[src/rtl/wdog_pkg.sv]
package wdog_pkg;
  localparam int NUM_PERIODS = 16;
  localparam int IDX_W = $clog2(NUM_PERIODS);

  localparam logic [7:0] OFF_CTRL   = 8'h00;
  localparam logic [7:0] OFF_PERIOD = 8'h04;
  localparam logic [7:0] OFF_COUNT  = 8'h08;
  localparam logic [7:0] OFF_KICK   = 8'h0C;
  localparam logic [7:0] OFF_STAT   = 8'h10;
  localparam logic [7:0] OFF_CLR    = 8'h14;
  localparam logic [7:0] OFF_PARAM  = 8'hF4;

  localparam logic [31:0] KICK_KEY   = 32'h0000_0076;
  localparam logic [31:0] PARAM_WORD = 32'h0000_0040;

  // bus events decoded by the register block for the sequencer
  typedef struct packed {
    logic enStart;
    logic kick;
    logic irqRdClr;
  } busEv_t;

  // strobes from the sequencer to the counter datapath
  typedef struct packed {
    logic             load;
    logic [IDX_W-1:0] idx;
    logic             run;
  } cntStrb_t;
endpackage

[src/rtl/wdog_cnt.sv]
module wdog_cnt
  import wdog_pkg::*;
#(
  parameter int BASE_EXP = 16,
  parameter int CNT_W    = BASE_EXP + NUM_PERIODS
) (
  input  logic             clk,
  input  logic             rstN,
  input  cntStrb_t         strb,
  output logic [CNT_W-1:0] count,
  output logic             cntZero
);
  logic [CNT_W-1:0] periodTab [NUM_PERIODS];

  for (genvar g = 0; g < NUM_PERIODS; g++) begin : g_period
    assign periodTab[g] = CNT_W'(1) << (BASE_EXP + g);
  end

  assign cntZero = (count == '0);

  always_ff @(posedge clk) begin
    if (!rstN) begin
      count <= '0;
    end else if (strb.load) begin
      count <= periodTab[strb.idx];
    end else if (strb.run && !cntZero) begin
      count <= count - 1'b1;
    end
  end
endmodule

[src/rtl/wdog_regs.sv]
module wdog_regs
  import wdog_pkg::*;
#(
  parameter int ADDR_W = 8,
  parameter int DATA_W = 32,
  parameter int CNT_W  = 32
) (
  input  logic              clk,
  input  logic              rstN,
  input  logic [ADDR_W-1:0] busAddr,
  input  logic              busWe,
  input  logic              busRe,
  input  logic [DATA_W-1:0] busWdata,
  input  logic              irqPend,
  input  logic [CNT_W-1:0]  count,
  output logic [DATA_W-1:0] busRdata,
  output logic              modeIrq,
  output logic [IDX_W-1:0]  topIdx,
  output logic [IDX_W-1:0]  initIdx,
  output busEv_t            ev
);
  logic                 enBit;
  logic [2*IDX_W-1:0]   periodReg;
  logic [DATA_W-1:0]    rdNext;
  logic                 wrCtrl, wrPeriod, wrKick;

  assign wrCtrl   = busWe && (busAddr == ADDR_W'(OFF_CTRL));
  assign wrPeriod = busWe && (busAddr == ADDR_W'(OFF_PERIOD));
  assign wrKick   = busWe && (busAddr == ADDR_W'(OFF_KICK));

  assign ev.enStart  = wrCtrl && busWdata[0] && !enBit;
  assign ev.kick     = wrKick && (busWdata == DATA_W'(KICK_KEY));
  assign ev.irqRdClr = busRe && (busAddr == ADDR_W'(OFF_CLR));

  assign topIdx  = periodReg[IDX_W-1:0];
  assign initIdx = periodReg[2*IDX_W-1:IDX_W];

  always_ff @(posedge clk) begin
    if (!rstN) begin
      enBit     <= 1'b0;
      modeIrq   <= 1'b0;
      periodReg <= '0;
    end else begin
      if (wrCtrl) begin
        enBit   <= enBit | busWdata[0];
        modeIrq <= busWdata[1];
      end
      if (wrPeriod) periodReg <= busWdata[2*IDX_W-1:0];
    end
  end

  always_comb begin
    unique case (busAddr)
      ADDR_W'(OFF_CTRL):   rdNext = DATA_W'({modeIrq, enBit});
      ADDR_W'(OFF_PERIOD): rdNext = DATA_W'(periodReg);
      ADDR_W'(OFF_COUNT):  rdNext = DATA_W'(count);
      ADDR_W'(OFF_STAT):   rdNext = DATA_W'(irqPend);
      ADDR_W'(OFF_PARAM):  rdNext = DATA_W'(PARAM_WORD);
      default:             rdNext = '0;
    endcase
  end

  always_ff @(posedge clk) begin
    if (!rstN) busRdata <= '0;
    else if (busRe) busRdata <= rdNext;
  end
endmodule

[src/rtl/wdog_seq.sv]
module wdog_seq
  import wdog_pkg::*;
#(
  parameter int RST_PULSE = 8
) (
  input  logic             clk,
  input  logic             rstN,
  input  busEv_t           ev,
  input  logic             modeIrq,
  input  logic [IDX_W-1:0] topIdx,
  input  logic [IDX_W-1:0] initIdx,
  input  logic             cntZero,
  output cntStrb_t         strb,
  output logic             irqOut,
  output logic             sysRstOut
);
  localparam int PW = $clog2(RST_PULSE + 1);

  typedef enum logic [1:0] {S_IDLE, S_RUN, S_FIRE, S_DONE} seqState_t;

  seqState_t     state;
  logic [PW-1:0] pulseCnt;
  logic          expire, irqSet, irqClr, firstStage;

  assign expire     = (state == S_RUN) && cntZero && !ev.kick;
  assign firstStage = modeIrq && !irqOut;
  assign irqSet     = expire && firstStage;
  assign irqClr     = ev.irqRdClr || (ev.kick && state == S_RUN);
  assign sysRstOut  = (state == S_FIRE);

  always_comb begin
    strb.load = 1'b0;
    strb.idx  = topIdx;
    strb.run  = (state == S_RUN);
    if (state == S_IDLE && ev.enStart) begin
      strb.load = 1'b1;
      strb.idx  = initIdx;
    end else if (state == S_RUN && (ev.kick || irqSet)) begin
      strb.load = 1'b1;
    end
  end

  always_ff @(posedge clk) begin
    if (!rstN) begin
      state    <= S_IDLE;
      pulseCnt <= '0;
      irqOut   <= 1'b0;
    end else begin
      if (irqSet) irqOut <= 1'b1;
      else if (irqClr) irqOut <= 1'b0;
      unique case (state)
        S_IDLE: if (ev.enStart) state <= S_RUN;
        S_RUN: begin
          if (expire && !firstStage) begin
            state    <= S_FIRE;
            pulseCnt <= '0;
          end
        end
        S_FIRE: begin
          pulseCnt <= pulseCnt + 1'b1;
          if (pulseCnt == PW'(RST_PULSE - 1)) state <= S_DONE;
        end
        default: state <= S_DONE;
      endcase
    end
  end
endmodule

[src/rtl/wdog_top.sv]
module wdog_top
  import wdog_pkg::*;
#(
  parameter int BASE_EXP  = 16,
  parameter int RST_PULSE = 8,
  parameter int ADDR_W    = 8,
  parameter int DATA_W    = 32
) (
  input  logic              clk,
  input  logic              rstN,
  input  logic [ADDR_W-1:0] busAddr,
  input  logic              busWe,
  input  logic              busRe,
  input  logic [DATA_W-1:0] busWdata,
  output logic [DATA_W-1:0] busRdata,
  output logic              irqOut,
  output logic              sysRstOut
);
  localparam int CNT_W = BASE_EXP + NUM_PERIODS;

  busEv_t           ev;
  cntStrb_t         strb;
  logic [CNT_W-1:0] curCount;
  logic             cntZero;
  logic             modeIrq;
  logic [IDX_W-1:0] topIdx, initIdx;

  wdog_regs #(.ADDR_W(ADDR_W), .DATA_W(DATA_W), .CNT_W(CNT_W)) u_regs (
    .clk(clk), .rstN(rstN), .busAddr(busAddr), .busWe(busWe), .busRe(busRe),
    .busWdata(busWdata), .irqPend(irqOut), .count(curCount), .busRdata(busRdata),
    .modeIrq(modeIrq), .topIdx(topIdx), .initIdx(initIdx), .ev(ev)
  );

  wdog_seq #(.RST_PULSE(RST_PULSE)) u_seq (
    .clk(clk), .rstN(rstN), .ev(ev), .modeIrq(modeIrq), .topIdx(topIdx),
    .initIdx(initIdx), .cntZero(cntZero), .strb(strb), .irqOut(irqOut),
    .sysRstOut(sysRstOut)
  );

  wdog_cnt #(.BASE_EXP(BASE_EXP), .CNT_W(CNT_W)) u_cnt (
    .clk(clk), .rstN(rstN), .strb(strb), .count(curCount), .cntZero(cntZero)
  );
endmodule

[config.mk]
export PLATFORM = sky130hd
export DESIGN_NAME = wdog_top
export DESIGN_NICKNAME = d
export VERILOG_FILES = /design/src/rtl/wdog_pkg.sv /design/src/rtl/wdog_cnt.sv /design/src/rtl/wdog_regs.sv /design/src/rtl/wdog_seq.sv /design/src/rtl/wdog_top.sv
export SDC_FILE = /design/constraint.sdc
export NUM_CORES = 1
export LEC_CHECK = 0
export BUFFER_PORTS_ARGS = -buffer_cell sky130_fd_sc_hd__buf_2
export CAP_MARGIN = 25
export CORE_UTILIZATION = 45
export DETAILED_ROUTE_END_ITERATION = 6
export MAX_ROUTING_LAYER = met4
export PLACE_DENSITY = 0.71
export SETUP_SLACK_MARGIN = 0.05
export SYNTH_ARGS = -nofsm -noshare
export SYNTH_HDL_FRONTEND = slang
export SYNTH_SLANG_ARGS = --single-unit
export TNS_END_PERCENT = 100
[constraint.sdc]
create_clock -name clk -period 3.1 [get_ports clk]
set_clock_uncertainty 0.1 [all_clocks]
set_input_delay 0.31 -clock clk [delete_from_list [all_inputs] [get_ports clk]]
set_output_delay 0.31 -clock clk [all_outputs]
set_load 0.01 [all_outputs]
# ---- Word level (Yosys, flattened, before mapping)
# Memories as Yosys holds them, arrays and structs flattened.
# Cells that the tools add are included.
dict set report word_totals {
  mem_count 1
  out_inout_bits 34
  rom_bits 512
  wordCells 74
  register_bits 81
}
dict set report classes {
  n_mux 16
  bitwise 2
  eq_ne 13
  order_cmp 1
  n_addsub 2
  n_reduce_logical 31
}
# memory depth width rd rd_ports_with_merged_regs write_ports line_no
set memory_table {}
lappend memory_table {{(no name shown)} 16 32 1 0 0 wdog_cnt.sv:25} ;# count <= periodTab[strb.idx];
# op count
set op_table {}
lappend op_table {{$pmux W32 S5} 1}
lappend op_table {{$mux W32} 4}
lappend op_table {{$eq A32 B7 Y1 const B} 1}
lappend op_table {{$logic_not A32 Y1} 1}
lappend op_table {{$sub A32 B1 Y32 const B} 1}
lappend op_table {{$eq A8 B4 Y1 const B} 2}
lappend op_table {{$eq A8 B5 Y1 const B} 2}
lappend op_table {{$logic_and A1 B1 Y1} 16}
lappend op_table {{$eq A8 B3 Y1 const B} 1}
lappend op_table {{$eq A8 B8 Y1 const B} 1}
lappend op_table {{$logic_not A8 Y1} 1}
lappend op_table {{$mux W4} 2}
lappend op_table {{$pmux W4 S2} 1}
lappend op_table {{$mux W2} 3}
lappend op_table {{$pmux W2 S3} 1}
lappend op_table {{$reduce_bool A2 Y1} 3}
lappend op_table {{$ge A5 B5 Y1 const B} 1}
lappend op_table {{$logic_not A1 Y1} 5}
lappend op_table {{$not A4 Y5} 1}
lappend op_table {{$add A4 B1 Y4 const B} 1}
lappend op_table {{$eq A4 B3 Y1 const B} 1}
lappend op_table {{$mux W1} 4}
lappend op_table {{$ne A2 B1 Y1 const B} 2}
lappend op_table {{$reduce_and A3 Y1} 1}
lappend op_table {{other kinds (7)} 8}

# ---- Logic depth before layout (Yosys ltp)
# Gate-level depths: netlist (run 1).
dict set report logic_depth {
  word_depth 11
  mapped_depth 10
}

# ---- Hierarchy
# Synthesis (run 1) repeated with hierarchy kept, for this count alone.
dict set report hier_totals {
  cells_unflattened 500
  hier_area_um2 4324.1
}
# module area_per_inst_um2 cells_per_inst n_inst
set by_module_without_submodules {}
lappend by_module_without_submodules {wdog_regs 2014.4 219 1}
lappend by_module_without_submodules {wdog_cnt 1896.8 235 1}
lappend by_module_without_submodules {wdog_seq 412.9 46 1}

# ---- Worst setup path after synthesis (run 1)
# OpenSTA, ideal clock, no wires.
dict set report synth_path {
  kind {register -> register}
  from {reg u_cnt.count[2]}
  to {reg u_cnt.count[19]}
  path_slack_ps 508
  stages_incl_launch_ff 9
  arrival_ps 2376
  path_cell_list {dfxtp_1 or4_1 buf_2 or3_4 o41ai_2 a21oi_2 buf_6 buf_6 o211a_1}
}
dict set report synth_between {
  elab_chain_len 9
  elab_cells_between_ends 14
  cone_classes {add/sub: 1; mux: 4; reduce/logical: 9}
}
# element line_no
set synth_rtl {}
lappend synth_rtl {{start, declared} wdog_cnt.sv:10} ;# output logic [CNT_W-1:0] count,
lappend synth_rtl {{start signal, assigned} wdog_cnt.sv:25}
lappend synth_rtl {{start signal, assigned} wdog_cnt.sv:27} ;# count <= count - 1'b1;
lappend synth_rtl {{branches (longest 9 deep; another with $sub A32 B1 Y32)} -}
# Parallel ways; which one is timed is not known. The select of a mux whose other input is x is not followed.
# A chain may end at the register's enable or synchronous reset.

# ---- Final worst setup path (run 1)
dict set report layout_path {
  from {reg u_cnt.count[24]}
  to {reg u_cnt.count[16]}
}
dict set report layout_between {
  elab_chain_len 9
  elab_cells_between_ends 12
  cone_classes {mux: 3; reduce/logical: 9}
}
# element line_no
set layout_rtl {}
lappend layout_rtl {{$logic_not A32 Y1 (*)} wdog_cnt.sv:19} ;# assign cntZero = (count == '0);
lappend layout_rtl {{$logic_and A1 B1 Y1 (2 in a row)} wdog_seq.sv:25} ;# assign expire = (state == S_RUN) && cntZero && !ev.kick;
lappend layout_rtl {{$logic_and A1 B1 Y1} wdog_seq.sv:27} ;# assign irqSet = expire && firstStage;
lappend layout_rtl {{$logic_or A1 B1 Y1} wdog_seq.sv:38} ;# end else if (state == S_RUN && (ev.kick || irqSet)) begin
lappend layout_rtl {{$logic_and A1 B1 Y1} wdog_seq.sv:38}
lappend layout_rtl {{$mux W1} wdog_seq.sv:38}
lappend layout_rtl {{$mux W1} wdog_seq.sv:35} ;# if (state == S_IDLE && ev.enStart) begin
lappend layout_rtl {{$mux W32 or $reduce_bool A2 Y1 (tied branches)} -}
# Every way passes the cells marked *; elsewhere a longest branch is shown, timed or not.

==> flow_metrics.env, run 1 <==
export IMPL_status="complete, but fails checks"
export IMPL_violations="DRC"
export IMPL_synth_xor_area_share=0.04380
export IMPL_crit_fanout=27
export IMPL_power_density_mw_per_mm2=397.0
export IMPL_crit_type="flop to flop"
export IMPL_diodes=0
export IMPL_cts_hold_buffers_added=0
export IMPL_rsz0062_at_grt="no"
export IMPL_ys_warn_count=0
export IMPL_p_int_w=0.001511
export IMPL_core_area_sq_mm=0.008891
export IMPL_start_util=0.4723
export IMPL_dieArea_sq_mm=0.009721
export IMPL_yosysTopAreaCell="dfxtp_1"
export IMPL_die_x_um=98.60
export IMPL_drc=1
export IMPL_worst_path_buf_inv=0
export IMPL_period_share=0.9075
export IMPL_synth_top_family_by_area="simple AND/OR/NAND/NOR gates"
export IMPL_row_count=34
export IMPL_antenna_found_initial=0
export IMPL_track_usage=0.2406
export IMPL_setup_worst_path_end_class="flop"
export IMPL_hold_viol_final=0
export IMPL_synth_compound_area_share=0.1776
export IMPL_final_cell_mix="81 x dfxtp_1, 77 x buf_2, 69 x nor2_1, 37 x nand2_1, 31 x a21oi_1"
export IMPL_switchingPower_w=0.0004298
export IMPL_cp_data_arrival_time_ps=3000
export IMPL_numClockSinks=81
export IMPL_cts_tree="done"
export IMPL_synth_seq_cells=81
export IMPL_drtIter0Drc=275
export IMPL_syn_nets=560
export IMPL_synth_mux_area_frac=0.02682
export IMPL_pwr_share_comb=0.046
export IMPL_hold_class="input pin to flop"
export IMPL_wl_per_cell_um=15.79
export IMPL_layout_commonest_cell="dfxtp_1"
export IMPL_slew_headroom=0.3055
export IMPL_crit_chain="nor4_1 -> nand4_1 -> o41ai_2 -> a21oi_2 -> or3_1 -> a21oi_1"
export IMPL_clk_latency_ps=350
export IMPL_cts_setup_buffers=0
export IMPL_vdd_drop_max_v=0.0003298
export IMPL_clk_pin_slew_ps=80
export IMPL_dieHeight_um=98.60
export IMPL_startpoint_type="flop"
export IMPL_finalSetupTns_ps=0
export IMPL_async_reset_ff_frac=0
export IMPL_share_seq_of_total_power=0.536
export IMPL_synthAdderAreaFrac=0.01132
export IMPL_maxCapViolations=0
export IMPL_crit_required_ps=3290
export IMPL_cts_path_max_buffers=2
export IMPL_period_needed_ps=2813
export IMPL_detail_route_antenna_nets=0
export IMPL_synthCells=513
export IMPL_nets=632
export IMPL_synth_main_ff_cell="dfxtp_1"
export IMPL_cts_buffers=9
export IMPL_cts_root_buffer="clkbuf_8"
export IMPL_synth_area_per_cell_sq_um=8.185
export IMPL_grt_pass1_wl_mm=18.24
export IMPL_grt_start_max_net_pins=50
export IMPL_netlist_cell_type_count=62
export IMPL_fin_util=0.5500
export IMPL_drive_gt1_frac=0.2034
export IMPL_num_vias=4039
export IMPL_setup_viol=0
export IMPL_port_buffers=77
export IMPL_synth_top_area_frac=0.3862
export IMPL_synth_area_leaders="dfxtp_1 39%, nor2_1 6.2%, a22oi_1 3.8%"
export IMPL_syn2layout_area_growth_pct=16.45
export IMPL_maxSlewViolCount=0
export IMPL_post_cts_resized=0
export IMPL_place_congestion=0.8671
export IMPL_io_pins=78
export IMPL_synth_seq_area_share=0.3862
export IMPL_cts_max_level=3
export IMPL_worst_pin_slew_ps=1042
export IMPL_grt_pass1_vias=3821
export IMPL_viasPerCell=5.787
export IMPL_grt_remaining_overflow=0
export IMPL_synth_edf_count=0
export IMPL_drt_first_pass_iters=7
export IMPL_synth_simple_area_share=0.3123
export IMPL_hpwlAfterDp_mm=8.044
export IMPL_clkPwrFrac=0.418
export IMPL_switching_share=0.2214
export IMPL_cpLargestDelayFamily="simple AND/OR/NAND/NOR gates"
export IMPL_p_leak_nw=1.980
export IMPL_drt_wl_total_mm=11.02
export IMPL_fmax_ghz=0.3555
export IMPL_netlist_area_sq_mm=0.004199
export IMPL_max_stage_delay_ps=610
export IMPL_cp_slowest_cell="nor4_1"
## area by class of cell
class,instances,area (sq um)
fillers,821,4001
multi-input cells,392,2401
flip-flops and latches,81,1622
repair buffers,90,483.0
clock buffers,14,172.7
well taps,108,135.1
inverters,11,41.29
clock inverters,2,35.03
## state kept, by name, summed over array words and instances, names as in the netlist
name,cells
u_regs.enBit,1
u_seq.irqOut,1
u_regs.busRdata,32
u_regs.periodReg,8
u_regs.modeIrq,1
u_cnt.count,32
u_seq.state,2
u_seq.pulseCnt,4
## synth_stat cells (all sizes together), types with 3 or more instances
master	count
a211oi	5
a21oi	32
a22oi	21
a31oi	3
and2	10
and3	5
buf	7
clkbuf	22
dfxtp	81
ha	3
inv	11
mux2i	9
nand2	38
nand2b	4
nand3	14
nand4	15
nand4b	3
nor2	69
nor2b	17
nor3	18
nor4	19
nor4b	3
nor4bb	3
o211ai	3
o21a	4
o21ai	13
o22ai	5
o2bb2ai	3
o31ai	3
or2	5
or3	17
or4	4
xnor2	11
xor2	10
## tightest hold or removal path, delay by kind of cell
family                 cells  cell delay (ps)
AND/OR/NAND/NOR            1               50
buffers and inverters      1              100
AO/OA/AOI/OAI              1               60
## per-stage QoR
step	area [sq um]	hold WS (ps)	power, W	cells	worst slack (ps)
floorplan	4199	350.5	0.001107	513	507.7
global placement	4682	361.1	0.001151	682	331.4
detailed placement	4682	383.6	0.001153	682	309.2
CTS	4890	113.9	0.001944	698	311.6
global route	4890	108.2	0.002000	698	102.2
finish	4890	115.7	0.001941	698	286.9
## worst paths after layout
| check | start | endpoint | slack [ps] | cells past startpoint |
|---|---|---|---|---|
| worst max-delay path | u_cnt.count[24] | u_cnt.count[16] | 290 | 6 |
| worst min register to register | u_regs.busRdata[3] | u_regs.busRdata[3] | 400 | 2 |
| worst min-delay path | busWdata[2] | u_regs.periodReg[2] | 120 | 3 |
| worst max register to register | u_cnt.count[24] | u_cnt.count[16] | 290 | 6 |
## routing by layer
metal	track usage	part of all wire
met4	0.07003	0.015
met5	-	0
met1	0.3035	0.46
met2	0.3906	0.47
met3	0.04894	0.057
## power groups by stage
stage          Clock [W]  Sequential, W  Combinational [W]
6_report        0.000811        0.00104          0.0000896
5_1_grt         0.000861        0.00104          0.0000981
4_1_cts         0.000816        0.00104          0.0000883
3_5_place_dp           0        0.00106          0.0000882
3_3_place_gp           0        0.00106          0.0000861
2_1_floorplan          0        0.00106          0.0000422
## kinds of logic after synthesis
logic type,after synthesis
simple gates,248
compound gates,108
flops,81
buf+inv,40
xor+xnor,21
mux,11
fa+ha+maj,4
Note: power is estimated with default switching activity, not from simulation.
==> run 2, diff against run 1 <==
--- a/config.mk
+++ b/config.mk
@@ -5,14 +5,17 @@
 export SDC_FILE = /design/constraint.sdc
 export NUM_CORES = 1
 export LEC_CHECK = 0
+export ABC_AREA = 1
 export BUFFER_PORTS_ARGS = -buffer_cell sky130_fd_sc_hd__buf_2
 export CAP_MARGIN = 25
-export CORE_UTILIZATION = 45
+export CELL_PAD_IN_SITES_DETAIL_PLACEMENT = 2
+export CELL_PAD_IN_SITES_GLOBAL_PLACEMENT = 2
+export CORE_UTILIZATION = 31
 export DETAILED_ROUTE_END_ITERATION = 6
 export MAX_ROUTING_LAYER = met4
-export PLACE_DENSITY = 0.71
+export PLACE_DENSITY = 0.85
 export SETUP_SLACK_MARGIN = 0.05
 export SYNTH_ARGS = -nofsm -noshare
 export SYNTH_HDL_FRONTEND = slang
 export SYNTH_SLANG_ARGS = --single-unit
-export TNS_END_PERCENT = 100
+export TNS_END_PERCENT = 5
==> flow_metrics.env, run 2 <==
export IMPL_status="complete, no violations"
export IMPL_syn2layout_area_growth_pct=18.37
export IMPL_synth_seq_cells=81
export IMPL_die_x_um=129.2
export IMPL_maxCapViolations=0
export IMPL_fin_util=0.3749
export IMPL_hold_class="input pin to flop"
export IMPL_finalSetupTns_ps=0
export IMPL_cts_root_buffer="clkbuf_16"
export IMPL_power_density_mw_per_mm2=982.0
export IMPL_crit_chain="inv_1 -> ha_1 -> inv_1 -> nor2_1 -> nand2_1 -> nor2_1 -> nand2_1 -> nor2_4 -> inv_2 -> nand2_4 -> nand4_4 -> o21ai_1 -> nor2_1"
export IMPL_track_usage=0.2442
export IMPL_pre_cts_slack_ps=687.2
export IMPL_yosys_top_cells_count="159 x nor2_1, 148 x nand2_1, 81 x dfxtp_1"
export IMPL_final_cell_mix="159 x nor2_1, 148 x nand2_1, 81 x dfxtp_1, 77 x buf_2, 67 x a21oi_1"
export IMPL_setup_worst_path_end_class="flop"
export IMPL_fmax_ghz=0.4091
export IMPL_start_util=0.3168
export IMPL_wl_per_cell_um=17.40
export IMPL_drt_wl_total_mm=18.66
export IMPL_clk_latency_ps=360
export IMPL_netlist_cell_type_count=38
export IMPL_synthCells=779
export IMPL_vdd_drop_max_v=0.0004017
export IMPL_rsz0062_at_grt="no"
export IMPL_dieArea_sq_mm=0.01668
export IMPL_nets=898
export IMPL_num_vias=5480
export IMPL_synth_seq_area_share=0.3234
export IMPL_detail_route_antenna_nets=0
export IMPL_place_congestion=0.8304
export IMPL_cp_data_arrival_time_ps=2580
export IMPL_drive_gt1_frac=0.1729
export IMPL_maxSlewViolCount=0
export IMPL_hpwlAfterDp_mm=14.25
export IMPL_setup_viol=0
export IMPL_cts_setup_buffers=0
export IMPL_period_needed_ps=2444
export IMPL_cts_tree="done"
export IMPL_max_stage_delay_ps=420
export IMPL_port_buffers=77
export IMPL_grt_pass1_vias=5890
export IMPL_hold_start="busWdata[3]"
export IMPL_diodes=0
export IMPL_cp_slowest_cell="nand4_4"
export IMPL_grt_pass1_wl_mm=30.47
export IMPL_row_count=46
export IMPL_cts_path_max_buffers=2
export IMPL_period_share=0.7884
export IMPL_synth_main_ff_cell="dfxtp_1"
export IMPL_crit_type="flop to flop"
export IMPL_synth_area_per_cell_sq_um=6.436
export IMPL_io_pins=78
export IMPL_synth_edf_count=0
export IMPL_cts_max_level=3
export IMPL_crit_required_ps=3240
export IMPL_cts_buffers=9
export IMPL_syn_nets=826
export IMPL_dieHeight_um=129.2
export IMPL_antenna_found_initial=0
export IMPL_synth_most_common_cell="nor2_1"
export IMPL_fin_ws_ps=655.8
export IMPL_yosysTopAreaCell="dfxtp_1"
export IMPL_ys_warn_count=0
export IMPL_async_reset_ff_frac=0
export IMPL_crit_fanout=26
export IMPL_hold_viol_final=0
export IMPL_cts_hold_buffers_added=0
export IMPL_numClockSinks=81
export IMPL_grt_start_max_net_pins=51
export IMPL_startpoint="u_cnt.count[1]"
export IMPL_r2r_start="u_cnt.count[1]"
export IMPL_drt_first_pass_iters=4
export IMPL_slew_headroom=0.6653
export IMPL_post_cts_resized=0
export IMPL_p_leak_nw=2.615
export IMPL_netlist_area_sq_mm=0.005014
export IMPL_core_area_sq_mm=0.01583
export IMPL_top_regs="u_cnt.count: 32 flops, u_regs.busRdata: 32 flops, u_regs.periodReg: 8 flops"
export IMPL_rrSetupSlack_ps=660
export IMPL_worst_pin_slew_ps=502.0
export IMPL_synth_area_leaders="dfxtp_1 32%, nor2_1 12%, nand2_1 11%"
export IMPL_path_common_cell="nor2_1"
export IMPL_grt_remaining_overflow=0
export IMPL_drc=0
export IMPL_startpoint_type="flop"
export IMPL_synth_top_area_frac=0.3234
export IMPL_viasPerCell=5.112
export IMPL_clk_pin_slew_ps=70
export IMPL_layout_commonest_cell="nor2_1"
export IMPL_drtIter0Drc=225
-- run 2: changes by cell type after synthesis, sizes merged, moves of 17 or more --
| cell | delta |
|---|---|
| nor2 | +112 |
| nand3 | +45 |
| a21oi | +35 |
| a22oi | -21 |
| o21ai | +49 |
| nor4 | -18 |
| or3 | -17 |
| nand2 | +120 |
| inv | +61 |
| nor2b | -17 |
-- run 2: cell families after synthesis --
| kind of cell | share of synthesized area |
|---|---|
| adder cells (fa/ha/maj) | 0.007488 |
| XOR/XNOR | 0.02446 |
| buffers and inverters | 0.07861 |
| AO/OA/AOI/OAI | 0.1557 |
| flip-flops | 0.3234 |
| AND/OR/NAND/NOR | 0.4103 |
-- run 2: report_power, final --
part / leakage (nW) / switching (W) / internal [W] / total [W]
registers: 0.658 / 0.000182 / 0.00116 / 0.00135
logic: 1.79 / 0.00216 / 0.00106 / 0.00323
clock network: 0.164 / 0.000467 / 0.000788 / 0.00126
total: 2.62 / 0.00281 / 0.00302 / 0.00583
-- run 2: area by class of cell --
type	instances	area, sq um
repair buffers	84	437.9
multi-input cells	603	2998
clock inverters	5	103.9
flip-flops and latches	81	1622
clock buffers	11	232.7
inverters	72	270.3
well taps	216	270.3
fillers	1988	9893
-- run 2: final timing paths --
check,to,cells after the start
setup / recovery,u_cnt.count[18],13
hold / removal,u_regs.periodReg[3],3
setup reg to reg,u_cnt.count[18],13
hold reg to reg,u_regs.busRdata[4],2
-- run 2: metal layers --
| metal | GRT usage | up-vias | wire length (um) |
|---|---|---|---|
| met5 | - | - | 0 |
| met4 | 0.08720 | 0 | 397 |
| li1 | - | 2699 | - |
| met3 | 0.02766 | 26 | 502 |
| met2 | 0.4222 | 111 | 9233 |
| met1 | 0.2918 | 2644 | 8521 |
-- run 2: per-stage QoR --
step                total power [W]  cells  instance area [sq um]  hold WS, ps
floorplan                  0.003663    779                   5014        351.1
detailed placement         0.004537   1056                   5598        361.5
global route               0.006321   1072                   5934        149.7
global placement           0.004358   1056                   5598        355.8
CTS                        0.005886   1072                   5934        120.1
finish                     0.005827   1072                   5934        119.2
-- run 2: worst max-delay path, delay by kind of cell, from the launching register on --
| family | cells | cell delay [ps] |
|---|---|---|
| simple gates | 8 | 1140 |
| compound gates | 1 | 320 |
| flops | 1 | 300 |
| buf+inv | 3 | 260 |
| fa+ha+maj | 1 | 200 |
==> run 3, diff against run 2 <==
==> constraint.sdc (replaced) <==
create_clock -name clk -period 2.3 [get_ports clk]
set_clock_uncertainty 0.1 [all_clocks]
set_input_delay 0.23 -clock clk [delete_from_list [all_inputs] [get_ports clk]]
set_output_delay 0.23 -clock clk [all_outputs]
set_load 0.01 [all_outputs]
==> flow_metrics.env, run 3 (synthesized netlist as in run 2, its figures left out) <==
export IMPL_status="complete, no violations"
export IMPL_clk_pin_slew_ps=70
export IMPL_power_density_mw_per_mm2=1365
export IMPL_switchingPower_w=0.004282
export IMPL_final_area_sq_mm=0.006465
export IMPL_timing_hold_ws_ps=53.08
export IMPL_crit_fanout=12
export IMPL_grt_pass1_vias=6275
export IMPL_cts_buffers=9
export IMPL_reg2reg_depth=13
export IMPL_cts_hold_buffers_added=0
export IMPL_setup_viol=0
export IMPL_viasPerCell=5.170
export IMPL_vdd_drop_max_v=0.0004569
export IMPL_slew_headroom=0.5391
export IMPL_pwr_share_comb=0.623
export IMPL_row_count=46
export IMPL_port_buffers=77
export IMPL_nets=959
export IMPL_period_needed_ps=2289
export IMPL_track_usage=0.2727
export IMPL_p_int_w=0.004540
export IMPL_r2r_start="u_cnt.count[0]"
export IMPL_hold_class="input pin to flop"
export IMPL_maxSlewViolCount=0
export IMPL_cp_data_arrival_time_ps=2410
export IMPL_antenna_found_initial=0
export IMPL_cts_tree="done"
export IMPL_whs_endpoint="u_regs.periodReg[6]"
export IMPL_drt_wl_total_mm=21.58
export IMPL_crit_required_ps=2420
export IMPL_setup_worst_path_end_class="flop"
export IMPL_dieArea_sq_mm=0.01668
export IMPL_cts_max_level=3
export IMPL_fillers=1989
export IMPL_cts_root_buffer="clkbuf_16"
export IMPL_startpoint_type="flop"
export IMPL_holdPathStages=3
export IMPL_hpwlAfterDp_mm=15.55
export IMPL_place_area_sq_mm=0.006038
export IMPL_numClockSinks=81
export IMPL_drive_gt1_frac=0.2369
export IMPL_rrSetupSlack_ps=10
export IMPL_syn2layout_area_growth_pct=28.95
export IMPL_rsz0062_at_grt="yes"
export IMPL_final_cell_mix="155 x nor2_1, 146 x nand2_1, 81 x dfxtp_1, 77 x buf_2, 67 x a21oi_1"
export IMPL_clk_latency_ps=360
export IMPL_layout_commonest_cell="nor2_1"
export IMPL_period_share=0.9951
export IMPL_core_area_sq_mm=0.01583
export IMPL_top_regs="u_cnt.count: 32 flops, u_regs.busRdata: 32 flops, u_regs.periodReg: 8 flops"
export IMPL_cts_path_max_buffers=2
export IMPL_r2r_end="u_cnt.count[0]"
export IMPL_drtIter0Drc=170
export IMPL_grt_start_max_net_pins=51
export IMPL_share_seq_of_total_power=0.191
export IMPL_hold_start="busWdata[6]"
export IMPL_fmax_ghz=0.4369
export IMPL_grt_pass1_wl_mm=33.18
export IMPL_place_congestion=0.8042
export IMPL_start_util=0.3168
export IMPL_num_vias=5852
export IMPL_diodes=0
export IMPL_worst_pin_slew_ps=690.6
export IMPL_grt_remaining_overflow=0
export IMPL_die_x_um=129.2
export IMPL_io_pins=78
export IMPL_hold_viol_final=0
export IMPL_detail_route_antenna_nets=0
export IMPL_drt_first_pass_iters=4
export IMPL_switching_share=0.4854
export IMPL_drc=0
export IMPL_p_leak_nw=2.941
export IMPL_wl_per_cell_um=19.06
export IMPL_clkPwrFrac=0.186
export IMPL_crit_type="flop to flop"
export IMPL_maxCapViolations=0
export IMPL_dieHeight_um=129.2
## run 3: cell count changes in the layout (fill, tap and decap cells not counted), moves of 2 or more
| cell | delta |
|---|---|
| nand2_2 | +2 |
| o21ai_0 | -2 |
| buf_4 | +57 |
| nand2_1 | -2 |
| clkbuf_1 | -2 |
| buf_12 | +2 |
| nor2_4 | +5 |
| clkbuf_8 | +2 |
| nor2_1 | -4 |
## run 3: repair_timing
action,CTS,global route
hold endpoints to repair,0,0
pin swaps,0,4
gates resized for setup,5,12
setup endpoints to repair,28,34
gates cloned,0,1
setup buffers,0,3
## run 3: power by group through the flow
stage	logic, W	clock network [W]	registers [W]
6_report	0.00550	0.00164	0.00169
5_1_grt	0.00599	0.00173	0.00170
4_1_cts	0.00528	0.00167	0.00168
3_5_place_dp	0.00507	0	0.00171
3_3_place_gp	0.00476	0	0.00169
2_1_floorplan	0.00317	0	0.00177
## run 3: worst max-delay path, stage by stage, from the launching register on
cell and delay (ps):
dfxtp_1 330, inv_1 90, ha_1 180, inv_1 70
nor2_1 100, nand2_1 70, nor2_1 100, nand2_1 100
nor2_4 180, inv_2 80, nand2_4 80, buf_4 230
nor2_1 90, nor3_1 340
## run 3: layout make-up
class	count	area [sq um]	area share
multi-input cells	604	3055	0.4726
clock inverters	4	73.82	0.01142
clock buffers	11	252.7	0.03909
inverters	72	270.3	0.04180
well taps	216	270.3	0.04180
repair buffers	144	920.9	0.1424
flip-flops and latches	81	1622	0.2508
## run 3: worst max path at each step
stage | cells past startpoint | start | endpoint
finish | 13 | u_cnt.count[0] | u_cnt.count[0]
global route | 13 | u_cnt.count[1] | u_cnt.count[0]
CTS | 12 | u_cnt.count[5] | u_cnt.count[19]
detailed placement | 12 | u_cnt.count[0] | u_cnt.count[17]
global placement | 15 | u_cnt.count[0] | u_cnt.count[30]
floorplan | 16 | u_cnt.count[0] | u_cnt.count[30]
## run 3: per-layer routing
| metal | up-vias | GRT usage | wire, um |
|---|---|---|---|
| met5 | - | - | 0 |
| met3 | 43 | 0.04748 | 666 |
| met1 | 2863 | 0.2947 | 8970 |
| li1 | 2821 | - | - |
| met4 | 0 | 0.1024 | 652 |
| met2 | 125 | 0.4956 | 11290 |
## run 3: metrics by stage
stage | total power [W] | setup slack [ps] | std cells | TNS (ps) | util
6_report | 0.008823 | 11.22 | 1132 | 0 | 0.4085
5_1_grt | 0.009412 | -87.01 | 1132 | -371.2 | 0.4085
4_1_cts | 0.008634 | 60.23 | 1128 | 0 | 0.4035
3_5_place_dp | 0.006780 | -163.5 | 1113 | -862.5 | 0.3815
3_3_place_gp | 0.006453 | 25.37 | 1113 | 0 | 0.3815
2_1_floorplan | 0.004937 | 448.1 | 779 | 0 | -
